===== config.mk =====
export PLATFORM = sky130hd
export DESIGN_NAME = fault_cause_regs
export DESIGN_NICKNAME = d
export VERILOG_FILES = /design/src/rtl/fault_cause_pkg.sv /design/src/rtl/fault_access_decode.sv /design/src/rtl/fault_flag_bank.sv /design/src/rtl/fault_resp_reg.sv /design/src/rtl/fault_cause_regs.sv
export SDC_FILE = /design/constraint.sdc
export NUM_CORES = 1
export LEC_CHECK = 0
export ABC_AREA = 1
export BUFFER_PORTS_ARGS = -buffer_cell sky130_fd_sc_hd__clkbuf_2
export CORE_ASPECT_RATIO = 1.1
export CORE_MARGIN = 5
export CORE_UTILIZATION = 40
export CTS_BUF_LIST = sky130_fd_sc_hd__clkbuf_2
export CTS_CLUSTER_DIAMETER = 100
export DETAILED_ROUTE_END_ITERATION = 16
export GPL_TIMING_DRIVEN = 0
export PLACE_DENSITY = 0.74
export SLEW_MARGIN = 25
export SYNTH_ARGS = -nofsm -noshare
export SYNTH_HDL_FRONTEND = slang
export SYNTH_SLANG_ARGS = --single-unit

===== constraint.sdc =====
create_clock -name clk -period 2.6 [get_ports clk]
set_input_delay 0.52 -clock clk [delete_from_list [all_inputs] [get_ports clk]]
set_output_delay 0.52 -clock clk [all_outputs]
set_load 0.005 [all_outputs]

===== src/rtl/fault_cause_pkg.sv =====
package fault_cause_pkg;

    localparam int REG_W  = 32;
    localparam int LANE_W = 8;
    localparam int LANES  = REG_W / LANE_W;
    localparam int OFF_W  = $clog2(LANES);

    // Usage-fault causes (upper halfword)
    localparam int B_DIVZ   = 25;
    localparam int B_UNALGN = 24;
    localparam int B_NOCOP  = 19;
    localparam int B_BADPC  = 18;
    localparam int B_BADST  = 17;
    localparam int B_UNDEF  = 16;
    // Bus-fault causes (byte 1)
    localparam int B_BADR_V = 15;
    localparam int B_BLAZY  = 13;
    localparam int B_BSTK   = 12;
    localparam int B_BUNSTK = 11;
    localparam int B_IMPR   = 10;
    localparam int B_PREC   = 9;
    localparam int B_IFETCH = 8;
    // Memory-protection causes (byte 0)
    localparam int B_MADR_V = 7;
    localparam int B_MLAZY  = 5;
    localparam int B_MSTK   = 4;
    localparam int B_MUNSTK = 3;
    localparam int B_DACC   = 1;
    localparam int B_IACC   = 0;

    function automatic logic [REG_W-1:0] live_mask_f();
        logic [REG_W-1:0] m;
        m = '0;
        m[B_DIVZ]   = 1'b1; m[B_UNALGN] = 1'b1; m[B_NOCOP]  = 1'b1;
        m[B_BADPC]  = 1'b1; m[B_BADST]  = 1'b1; m[B_UNDEF]  = 1'b1;
        m[B_BADR_V] = 1'b1; m[B_BLAZY]  = 1'b1; m[B_BSTK]   = 1'b1;
        m[B_BUNSTK] = 1'b1; m[B_IMPR]   = 1'b1; m[B_PREC]   = 1'b1;
        m[B_IFETCH] = 1'b1;
        m[B_MADR_V] = 1'b1; m[B_MLAZY]  = 1'b1; m[B_MSTK]   = 1'b1;
        m[B_MUNSTK] = 1'b1; m[B_DACC]   = 1'b1; m[B_IACC]   = 1'b1;
        return m;
    endfunction

    localparam logic [REG_W-1:0] LIVE_MASK = live_mask_f();

    typedef enum logic [2:0] {
        SHP_NONE,
        SHP_WORD,
        SHP_MEM_B,
        SHP_LOW_H,
        SHP_BUS_B,
        SHP_USG_H
    } shape_e;

    typedef struct packed {
        logic             legal;
        logic             err;
        logic [REG_W-1:0] lanes;
        logic [REG_W-1:0] clr;
    } decode_t;

    typedef struct packed {
        logic             vld;
        logic             err;
        logic [REG_W-1:0] rdata;
    } resp_t;

    // Expand byte strobes to a bit mask
    function automatic logic [REG_W-1:0] lane_bits(input logic [LANES-1:0] strb);
        logic [REG_W-1:0] m;
        for (int i = 0; i < LANES; i++) begin
            m[i*LANE_W +: LANE_W] = {LANE_W{strb[i]}};
        end
        return m;
    endfunction

endpackage


===== src/rtl/fault_access_decode.sv =====
module fault_access_decode
    import fault_cause_pkg::*;
(
    input  logic             req,
    input  logic             wr,
    input  logic             priv,
    input  logic [OFF_W-1:0] off,
    input  logic [LANES-1:0] strb,
    input  logic [REG_W-1:0] wdata,
    output decode_t          dec
);

    shape_e shape;

    always_comb begin
        unique case ({off, strb})
            {2'd0, 4'b1111}: shape = SHP_WORD;
            {2'd0, 4'b0001}: shape = SHP_MEM_B;
            {2'd0, 4'b0011}: shape = SHP_LOW_H;
            {2'd1, 4'b0010}: shape = SHP_BUS_B;
            {2'd2, 4'b1100}: shape = SHP_USG_H;
            default:         shape = SHP_NONE;
        endcase
    end

    always_comb begin
        dec.lanes = lane_bits(strb);
        dec.legal = req && priv && (shape != SHP_NONE);
        dec.err   = req && !dec.legal;
        dec.clr   = (dec.legal && wr) ? (wdata & dec.lanes) : '0;
    end

endmodule


===== src/rtl/fault_flag_bank.sv =====
module fault_flag_bank #(
    parameter int                W    = 32,
    parameter logic [W-1:0]      LIVE = '1
) (
    input  logic         clk,
    input  logic         rst,
    input  logic [W-1:0] set_v,
    input  logic [W-1:0] clr_v,
    output logic [W-1:0] flags
);

    logic unused_rsv;
    assign unused_rsv = ^((set_v | clr_v) & ~LIVE);

    for (genvar i = 0; i < W; i++) begin : g_bit
        if (LIVE[i]) begin : g_live
            logic bit_q;
            always_ff @(posedge clk) begin
                if (rst)           bit_q <= 1'b0;
                else if (set_v[i]) bit_q <= 1'b1;   // event beats clear
                else if (clr_v[i]) bit_q <= 1'b0;
            end
            assign flags[i] = bit_q;
        end else begin : g_rsv
            assign flags[i] = 1'b0;
        end
    end

endmodule


===== src/rtl/fault_resp_reg.sv =====
module fault_resp_reg
    import fault_cause_pkg::*;
(
    input  logic             clk,
    input  logic             rst,
    input  logic             req,
    input  logic             wr,
    input  decode_t          dec,
    input  logic [REG_W-1:0] flags,
    output resp_t            rsp
);

    resp_t rsp_d;

    always_comb begin
        rsp_d.vld   = req;
        rsp_d.err   = dec.err;
        rsp_d.rdata = (dec.legal && !wr) ? (flags & dec.lanes) : '0;
    end

    always_ff @(posedge clk) begin
        if (rst) rsp <= '0;
        else     rsp <= rsp_d;
    end

endmodule


===== src/rtl/fault_cause_regs.sv =====
module fault_cause_regs
    import fault_cause_pkg::*;
(
    input  logic             clk,
    input  logic             rst,
    input  logic             bus_req,
    input  logic             bus_wr,
    input  logic             bus_priv,
    input  logic [OFF_W-1:0] bus_off,
    input  logic [LANES-1:0] bus_strb,
    input  logic [REG_W-1:0] bus_wdata,
    input  logic [REG_W-1:0] fault_evt,
    output logic             rsp_vld,
    output logic             rsp_err,
    output logic [REG_W-1:0] rsp_rdata
);

    decode_t          dec;
    resp_t            rsp;
    logic [REG_W-1:0] flags_q;

    fault_access_decode u_dec (
        .req   (bus_req),
        .wr    (bus_wr),
        .priv  (bus_priv),
        .off   (bus_off),
        .strb  (bus_strb),
        .wdata (bus_wdata),
        .dec   (dec)
    );

    fault_flag_bank #(
        .W    (REG_W),
        .LIVE (LIVE_MASK)
    ) u_bank (
        .clk   (clk),
        .rst   (rst),
        .set_v (fault_evt),
        .clr_v (dec.clr),
        .flags (flags_q)
    );

    fault_resp_reg u_rsp (
        .clk   (clk),
        .rst   (rst),
        .req   (bus_req),
        .wr    (bus_wr),
        .dec   (dec),
        .flags (flags_q),
        .rsp   (rsp)
    );

    assign rsp_vld   = rsp.vld;
    assign rsp_err   = rsp.err;
    assign rsp_rdata = rsp.rdata;

endmodule


==> results of run 1 <==
==> stage by stage <==
| stage | worst slack (ns) | hold slack (ns) | util, % |
|---|---|---|---|
| floorplan | 1.124 | 0.4151 | - |
| detailed placement | 0.7811 | 0.4239 | 50.47 |
| global route | 1.117 | 0.2518 | 51.43 |
| CTS | 1.188 | 0.2865 | 51.43 |
| global placement | 0.8012 | 0.4222 | 50.47 |
| finish | 1.206 | 0.3089 | 51.43 |
==> cells in the mapped netlist <==
master / n
buf_8: 1
nand2_4: 1
a21oi_2: 9
nor2_2: 11
inv_2: 2
buf_1: 1
nand4_1: 18
buf_6: 4
conb_1: 1
nand3_2: 3
clkbuf_1: 4
nand4_2: 1
a21oi_1: 10
buf_2: 4
nand2_1: 65
buf_4: 13
nand3_1: 1
dfxtp_1: 40
nor2_1: 15
nor3_1: 1
inv_1: 44
==> layer usage <==
layer,global-route usage (%),up-vias,part of all wire (%)
li1,-,902,-
met1,16.18,708,41
met2,25.66,49,51
met3,4.084,4,6.5
met4,5.160,0,0.87
met5,0,-,0
==> cells by family after synthesis <==
group                  share of synthesized area [%]
DFF                                            43.33
other                                         0.2029
buffers and inverters                          19.97
AOI/OAI and AO/OA                              6.974
and+or+nand+nor                                29.52
==> where the power goes <==
part,internal [mW],switching (mW),total [mW]
combinational,0.0756,0.0873,0.163
clock,0.0651,0.207,0.272
sequential,0.637,0.0108,0.648
==> final cells by class <==
| cell class | instances | area, um^2 |
|---|---|---|
| Clock inverter | 3 | 18.77 |
| Buffer | 27 | 196.4 |
| Sequential cell | 40 | 800.8 |
| Fill cell | 474 | 2212 |
| Clock buffer | 5 | 25.02 |
| Multi-Input combinational cell | 148 | 723.2 |
| Inverter | 46 | 172.7 |
| Timing Repair Buffer | 67 | 335.3 |
| Tap cell | 56 | 70.07 |
==> layout by cell type, fill, tap and decap left out, drive strengths merged <==
| master | n |
|---|---|
| nor2 | 26 |
| nand2 | 66 |
| a21oi | 19 |
| inv | 46 |
| dfxtp | 40 |
| clkinv | 3 |
| nand4 | 19 |
| clkbuf | 76 |
| nand3 | 4 |
| nor3 | 1 |
| conb | 13 |
| buf | 23 |
==> registers in the layout (all words and copies together) (netlist names) <==
signal                     count
u_rsp.rsp                     21
u_bank.g_bit.g_live.bit_q     19
==> worst min-delay path by stage <==
stage,to,start,cells after the start,slack [ns]
finish,u_bank.g_bit[10].g_live.bit_q,fault_evt[10],3,0.31
global route,u_bank.g_bit[3].g_live.bit_q,fault_evt[3],3,0.25
CTS,u_rsp.rsp[32],rst,2,0.29
detailed placement,u_rsp.rsp[13],u_bank.g_bit[13].g_live.bit_q,2,0.42
global placement,u_rsp.rsp[13],u_bank.g_bit[13].g_live.bit_q,2,0.42
floorplan,u_rsp.rsp[10],u_bank.g_bit[10].g_live.bit_q,2,0.42
==> qor.csv, run 1 <==
stage,metric,value,unit
status,status,"finished, final reports clean",
cts,cts_sinks,40,
worst_setup_path,worstPathRequired,2.08,ns
timing,fin_crit_sh,53.63,%
worst_setup_path,crit_path_start_kind,flip-flop,
worst_setup_path,r2r-end,u_bank.g_bit[18].g_live.bit_q,
final_layout,area_growth,26.74,%
cts,root_buffer,clkbuf_2,
worst_setup_path,path_class,reg2out,
worst_setup_path,r2r-start,u_bank.g_bit[18].g_live.bit_q,
cts,cts_tree,done,
cts,post_cts_buffers,0,
timing,hold_violations,0,
worst_setup_path,critPathMaxFanout,1,
timing,setup_violations,0,
synth,synth_seq_cells,40,
floorplan,ioPinCount,109,
route,wl,4.159,mm
final_layout,final_cell_count_no_fill,392,
placement,dp.cells,384,
power_and_ir_drop,power_leakage,1.357,nW
synth,synth.top_cells.by_area,"dfxtp_1 (43%), nand2_1 (13%), inv_1 (8.9%), nand4_1 (6.1%), buf_4 (5.3%)",
placement,dp_hpwl,3.204,mm
cts,postCtsHoldBufs,0,
route,wire_per_inst,10.61,um
route,drc,0,
worst_setup_path,crit_family,flip-flops,
timing,skew,0.006412,ns
route,drtPass1Iterations,4,
grt,grt_max_degree,14,
grt,grt_pass1_vias,1604,
final_layout,finalInstanceArea,0.002342,mm^2
worst_setup_path,cp.depth,1,
cts,cts_made_buffers,5,
worst_setup_path,cp-endpoint,rsp_rdata[15],
placement,placement.io_buffers,67,
worst_setup_path,r2r_cells,2,
synth,yosysTopAreaCell,dfxtp_1,
timing,slew_headroom,53.40,%
timing,final-max-slew-violation-count,0,
worst_setup_path,cp_cell_sequence,clkbuf_2,
route,drtIter0Drc,89,
worst_setup_path,cpMaxStageDelayCell,dfxtp_1,
timing,grt_setup_unrepaired,false,
synth,syn_area,0.001848,mm^2
floorplan,fp.dieArea,0.006081,mm^2
worst_setup_path,cp_num_buf_inv,1,
final_layout,final_nets,410,
grt,grt_remaining_overflow,0,
worst_setup_path,reg2reg_slack,1.97,ns
route,postRouteAntennaNets,0,
placement,globalplace.congestion,0.8147,
placement,placed_cell_area,0.002298,mm^2
route,routed_via_density,4.242,
timing,setup_tns,0,ns
grt,grt_use_total,14.42,%
worst_setup_path,crit_path_end_kind,output pin,
worst_hold_path,hp-class,in2reg,
worst_setup_path,crit_arrival,0.87,ns
timing,tightestPinTransition,0.6991,ns
synth,synth_top_area_share,43.33,%
final_layout,drive_gt1_share,36.90,%
power_and_ir_drop,p_per_area,462.5,mW/mm^2
power_and_ir_drop,total_power,1.083,mW
power_and_ir_drop,peakVddDrop,184.0,uV
floorplan,core_area,0.004554,mm^2
cts,clkTransAtPathRegs,0.21,ns
floorplan,die_width,74.81,um
flow_run,drv_cap,0,
worst_setup_path,crit_path_max_incr_delay,0.37,ns
timing,clock.fmax,0.7172,GHz
grt,antenna_found_initial,0,
grt,grt_pass1_wl,6.762,mm
synth,ys_warn_count,0,
cts,cts_resized,0,
cts,clockBufferDepth,2,
route,vias,1663,
floorplan,start_util,40.58,%
cts,clock_latency,0.39,ns
synth,synth.distinct_cells,21,
synth,synthCells,249,
synth,ys_seq_area_share,43.33,%
cts,cts_htree_levels,2,
worst_setup_path,cp-startpoint,u_rsp.rsp[15],
timing,fin_crit,1.394,ns
synth,postSynthAreaPerCell,7.422,um^2
final_layout,diodes,0,
floorplan,die_h,81.29,um
floorplan,row_count,26,
Power figures use the tool's default switching activity.
==> run 2: changes to the inputs <==
==> constraint.sdc (replaced) <==
create_clock -name clk -period 1.31 [get_ports clk]
set_input_delay 0.262 -clock clk [delete_from_list [all_inputs] [get_ports clk]]
set_output_delay 0.262 -clock clk [all_outputs]
set_load 0.005 [all_outputs]
==> qor.csv, run 2 (synthesis gave the netlist of run 1 again) <==
stage,metric,value,unit,change
power_and_ir_drop,comb_power_share,15.3,%,was 15.0%
placement,dp_hpwl,3.204,mm,unchanged
floorplan,ioPinCount,109,,unchanged
timing,setup_tns,0,ns,unchanged
route,routed_via_density,4.246,,was 4.242
final_layout,final_common_cell,clkbuf_2,,unchanged
worst_setup_path,crit_path_end_kind,output pin,,unchanged
timing,setup_violations,0,,unchanged
worst_setup_path,cp_cell_sequence,clkbuf_2,,unchanged
timing,final-max-slew-violation-count,0,,unchanged
final_layout,diodes,0,,unchanged
power_and_ir_drop,seqPwrFrac,59.9,%,was 59.8%
worst_setup_path,cpMaxStageDelayCell,dfxtp_1,,unchanged
power_and_ir_drop,p_per_area,909.5,mW/mm^2,was 462.5 mW/mm^2
final_layout,fin_util,51.87,%,was 51.43%
timing,slew_headroom,53.08,%,was 53.40%
final_layout,final_nets,412,,was 410
worst_setup_path,crit_path_max_incr_delay,0.37,ns,about the same
cts,cts_made_buffers,5,,unchanged
power_and_ir_drop,power_leakage,1.366,nW,was 1.357 nW
cts,clkTransAtPathRegs,0.19,ns,was 0.21 ns
worst_hold_path,hp-class,in2reg,,unchanged
power_and_ir_drop,total_power,2.148,mW,was 1.083 mW
route,drtIter0Drc,72,,was 89
floorplan,die_width,74.81,um,unchanged
route,drc,0,,unchanged
power_and_ir_drop,p_int,1.548,mW,was 777.9 uW
floorplan,core_area,0.004554,mm^2,unchanged
worst_setup_path,critPathMaxFanout,1,,unchanged
final_layout,area_growth,27.83,%,was 26.74%
cts,post_cts_buffers,0,,unchanged
worst_setup_path,crit_family,flip-flops,,unchanged
placement,globalplace.congestion,0.8147,,unchanged
route,drtPass1Iterations,4,,unchanged
power_and_ir_drop,p_clk_share,24.9,%,was 25.1%
final_layout,largestRegisters,"u_rsp.rsp x21, u_bank.g_bit.g_live.bit_q x19",,unchanged
timing,hold_violations,0,,unchanged
cts,clockBufferDepth,2,,unchanged
floorplan,die_h,81.29,um,unchanged
grt,grt_pass1_vias,1604,,unchanged
grt,grt_use_total,14.42,%,unchanged
timing,tightestPinTransition,0.7038,ns,was 0.6991 ns
placement,placement.io_buffers,67,,unchanged
timing,fin_crit_sh,85.82,%,
grt,grt_pass1_wl,6.762,mm,unchanged
route,wl,4.145,mm,was 4.159 mm
timing,clock.fmax,0.8895,GHz,
floorplan,fp.dieArea,0.006081,mm^2,unchanged
cts,cts_tree,done,,unchanged
timing,grt_setup_unrepaired,false,,unchanged
cts,cts_htree_levels,2,,unchanged
route,wire_per_inst,10.52,um,was 10.61 um
floorplan,start_util,40.58,%,unchanged
final_layout,drive_gt1_share,36.69,%,was 36.90%
timing,fin_crit,1.124,ns,
cts,root_buffer,clkbuf_2,,unchanged
route,vias,1673,,was 1663
placement,pre_cts_ws,-0.2509,ns,was 0.7811 ns
grt,grt_max_degree,14,,unchanged
worst_setup_path,cp_num_buf_inv,1,,unchanged
floorplan,row_count,26,,unchanged
grt,antenna_found_initial,0,,unchanged
worst_setup_path,path_class,reg2out,,unchanged
cts,cts_sinks,40,,unchanged
flow_run,drv_cap,0,,unchanged
power_and_ir_drop,peakVddDrop,360.1,uV,was 184.0 uV
final_layout,largest_reg_flops,21,,unchanged
worst_setup_path,worstPathRequired,1.05,ns,was 2.08 ns
worst_setup_path,cp-startpoint,u_rsp.rsp[15],,unchanged
timing,skew,0.004943,ns,was 0.006412 ns
final_layout,layout_common_cells,"clkbuf_2 (72), nand2_1 (65), inv_1 (44)",,unchanged
status,status,"finished, final reports clean",,unchanged
timing,setup_ws,0.1857,ns,was 1.206 ns
cts,clock_latency,0.39,ns,about the same
power_and_ir_drop,switching_share,27.96,%,was 28.18%
worst_setup_path,crit_path_start_kind,flip-flop,,unchanged
worst_setup_path,crit_arrival,0.86,ns,was 0.87 ns
worst_setup_path,r2r-start,u_bank.g_bit[18].g_live.bit_q,,unchanged
grt,grt_remaining_overflow,0,,unchanged
power_and_ir_drop,net-switching-power,600.8,uW,was 305.3 uW
worst_hold_path,worstHoldStart,rst,,was fault_evt[10]
final_layout,largest-register,u_rsp.rsp,,unchanged
route,postRouteAntennaNets,0,,unchanged
[run 2: cell types whose count changed in the layout (fill, tap and decap cells not counted)]
| cell | delta |
|---|---|
| dlygate4sd3_1 | +2 |
[run 2: power by group through the flow]
stage                     Sequential, mW  Combinational, mW  Clock, mW
after floorplan                     1.31              0.211          0
after global placement              1.31              0.319          0
after detailed placement            1.31              0.324          0
after CTS                           1.29              0.325      0.561
after global routing                1.29              0.371      0.627
final                               1.29              0.328      0.535
[run 2: area by class of cell]
class                   count  area [um^2]
multi-input cells         148        723.2
fillers                   472         2192
flip-flops and latches     40        800.8
repair buffers             69        355.3
clock buffers               5        25.02
clock inverters             3        18.77
well taps                  56        70.07
inverters                  46        172.7
plain buffers              27        196.4
[run 2: stage by stage]
step / std cells / cell area, um^2 / hold slack [ns]
floorplan: 261 / 1893 / 0.3388
global placement: 384 / 2298 / 0.4222
detailed placement: 384 / 2298 / 0.4239
CTS: 392 / 2342 / 0.02847
global route: 394 / 2362 / 0.004476
finish: 394 / 2362 / 0.05076
[run 2: repair_timing]
action	in CTS	in global routing
gates resized for setup	0	0
hold buffers	0	2
setup endpoints to repair	0	0
hold endpoints to repair	0	2
[run 2: routing by layer]
metal  vias up  track usage (%)  part of all wire, %
met5         -                0                    0
met4         0            5.160                  1.2
met3         6            4.084                  6.9
met2        56            25.66                   51
met1       708            16.18                   41
li1        903                -                    -
[run 2: worst paths after layout]
check | depth (start not counted) | slack (ns) | to
worst min-delay path | 2 | 0.05 | u_rsp.rsp[32]
worst max register to register | 2 | 0.68 | u_bank.g_bit[18].g_live.bit_q
worst max-delay path | 1 | 0.19 | rsp_rdata[15]
worst min register to register | 2 | 0.45 | u_rsp.rsp[16]
==> run 3: changes to the inputs <==
--- a/config.mk
+++ b/config.mk
@@ -13,7 +13,6 @@
 export CTS_BUF_LIST = sky130_fd_sc_hd__clkbuf_2
 export CTS_CLUSTER_DIAMETER = 100
 export DETAILED_ROUTE_END_ITERATION = 16
-export GPL_TIMING_DRIVEN = 0
 export PLACE_DENSITY = 0.74
 export SLEW_MARGIN = 25
 export SYNTH_ARGS = -nofsm -noshare
==> qor.csv, run 3 (synthesis gave the netlist of run 1 again) <==
stage,metric,value,unit,change
status,status,"finished, final reports clean",,unchanged
grt,grt_pass1_wl,6.699,mm,was 6.762 mm
route,drc,0,,unchanged
timing,final-max-slew-violation-count,0,,unchanged
worst_hold_path,timing.hold.worst_endpoint,u_bank.g_bit[16].g_live.bit_q,,was u_rsp.rsp[32]
grt,grt_pass1_vias,1563,,was 1604
worst_setup_path,crit_path_end_kind,output pin,,unchanged
floorplan,ioPinCount,109,,unchanged
worst_setup_path,crit_path_start_kind,flip-flop,,unchanged
worst_setup_path,reg2reg_slack,0.69,ns,was 0.68 ns
cts,post_cts_buffers,0,,unchanged
timing,clock.fmax,0.8884,GHz,was 0.8895 GHz
cts,clock_latency,0.39,ns,about the same
worst_setup_path,r2r-start,u_bank.g_bit[10].g_live.bit_q,,was u_bank.g_bit[18].g_live.bit_q
final_layout,final_cell_count_no_fill,378,,was 394
route,wire_per_inst,11.12,um,was 10.52 um
final_layout,fillers,489,,was 472
worst_hold_path,hp-class,in2reg,,unchanged
final_layout,diodes,0,,unchanged
timing,skew,0.01291,ns,was 0.004943 ns
route,postRouteAntennaNets,0,,unchanged
cts,cts_resized,0,,unchanged
worst_setup_path,worstPathRequired,1.05,ns,about the same
worst_setup_path,crit_path_max_incr_delay,0.36,ns,was 0.37 ns
final_layout,largest-register,u_rsp.rsp,,unchanged
power_and_ir_drop,total_power,2.119,mW,was 2.148 mW
worst_setup_path,r2r_cells,2,,unchanged
placement,dp.cells,370,,was 384
timing,hold_ws,0.05151,ns,was 0.05076 ns
cts,clkTransAtPathRegs,0.21,ns,was 0.19 ns
floorplan,die_h,81.29,um,unchanged
worst_setup_path,critPathMaxFanout,1,,unchanged
worst_setup_path,cpMaxStageDelayCell,dfxtp_1,,unchanged
placement,dp_hpwl,3.241,mm,was 3.204 mm
cts,clockBufferDepth,2,,unchanged
grt,grt_max_degree,20,,was 14
worst_setup_path,cp_cell_sequence,clkbuf_2,,unchanged
timing,fin_crit_sh,85.93,%,was 85.82%
worst_hold_path,worstHoldStart,fault_evt[16],,was rst
floorplan,core_area,0.004554,mm^2,unchanged
route,routed_via_density,4.378,,was 4.246
timing,hold_violations,0,,unchanged
cts,cts_tree,done,,unchanged
cts,cts_sinks,40,,unchanged
cts,root_buffer,clkbuf_2,,unchanged
timing,fin_crit,1.126,ns,was 1.124 ns
floorplan,start_util,40.58,%,unchanged
cts,cts_htree_levels,2,,unchanged
power_and_ir_drop,power_leakage,1.290,nW,was 1.366 nW
worst_setup_path,crit_arrival,0.86,ns,about the same
cts,postCtsHoldBufs,0,,unchanged
final_layout,layout_common_cells,"clkbuf_2 (75), nand2_1 (65), inv_1 (44)",,"was clkbuf_2 (72), nand2_1 (65), inv_1 (44)"
power_and_ir_drop,peakVddDrop,382.4,uV,was 360.1 uV
grt,grt_use_total,14.39,%,was 14.42%
worst_setup_path,path_class,reg2out,,unchanged
cts,cts_made_buffers,5,,unchanged
final_layout,fin_util,49.09,%,was 51.87%
worst_setup_path,cp_num_buf_inv,1,,unchanged
grt,grt_remaining_overflow,0,,unchanged
final_layout,drive_gt1_share,35.40,%,was 36.69%
placement,placement.io_buffers,69,,was 67
final_layout,final_common_cell,clkbuf_2,,unchanged
route,vias,1655,,was 1673
floorplan,die_width,74.81,um,unchanged
final_layout,largestRegisters,"u_rsp.rsp x21, u_bank.g_bit.g_live.bit_q x19",,unchanged
placement,globalplace.congestion,0.7751,,was 0.8147
final_layout,final_nets,396,,was 412
final_layout,area_growth,20.99,%,was 27.83%
timing,setup_violations,0,,unchanged
route,wl,4.205,mm,was 4.145 mm
worst_setup_path,crit_family,flip-flops,,unchanged
flow_run,drv_cap,0,,unchanged
power_and_ir_drop,p_per_area,947.7,mW/mm^2,was 909.5 mW/mm^2
floorplan,row_count,26,,unchanged
final_layout,largest_reg_flops,21,,unchanged
floorplan,fp.dieArea,0.006081,mm^2,unchanged
worst_hold_path,whs_path_depth,3,,was 2
timing,grt_setup_unrepaired,false,,unchanged
route,drtPass1Iterations,4,,unchanged
route,drtIter0Drc,73,,was 72
worst_setup_path,r2r-end,u_bank.g_bit[10].g_live.bit_q,,was u_bank.g_bit[18].g_live.bit_q
grt,antenna_found_initial,0,,unchanged
timing,setup_tns,0,ns,unchanged
[run 3: metal layers]
metal	up-vias	global-route usage, %	share of wire, %
li1	869	-	-
met1	731	17.15	42
met5	-	0	0
met3	6	3.713	6.7
met4	0	5.516	1.5
met2	49	24.52	50
[run 3: area by class of cell]
type | count | area (um^2) | share of cell area [%]
repair buffers | 80 | 427.9 | 19.14
multi-input cells | 148 | 723.2 | 32.34
flip-flops and latches | 40 | 800.8 | 35.81
well taps | 56 | 70.07 | 3.134
clock buffers | 6 | 30.03 | 1.343
clock inverters | 2 | 11.26 | 0.5036
inverters | 46 | 172.7 | 7.722
[run 3: through the flow]
step,cell area [um^2],setup slack [ns]
3_5_place_dp,2195,-0.04275
4_1_cts,2236,0.1468
3_3_place_gp,2195,-0.02121
6_report,2236,0.1844
5_1_grt,2236,0.09512
2_1_floorplan,1893,0.09231
[run 3: worst max-delay path by stage]
stage / start / end / slack (ns) / depth (start not counted)
after detailed placement: bus_strb[2] / u_rsp.rsp[17] / -0.04 / 10
after global placement: bus_strb[2] / u_rsp.rsp[13] / -0.02 / 10
final: u_rsp.rsp[15] / rsp_rdata[15] / 0.18 / 1
after floorplan: bus_strb[1] / u_bank.g_bit[0].g_live.bit_q / 0.09 / 9
after global routing: u_rsp.rsp[7] / rsp_rdata[7] / 0.1 / 1
after CTS: u_rsp.rsp[15] / rsp_rdata[15] / 0.15 / 1
[run 3: report_power, final]
| group | switching (mW) | internal [mW] |
|---|---|---|
| Sequential | 0.0218 | 1.26 |
| Clock | 0.403 | 0.133 |
| Combinational | 0.168 | 0.129 |
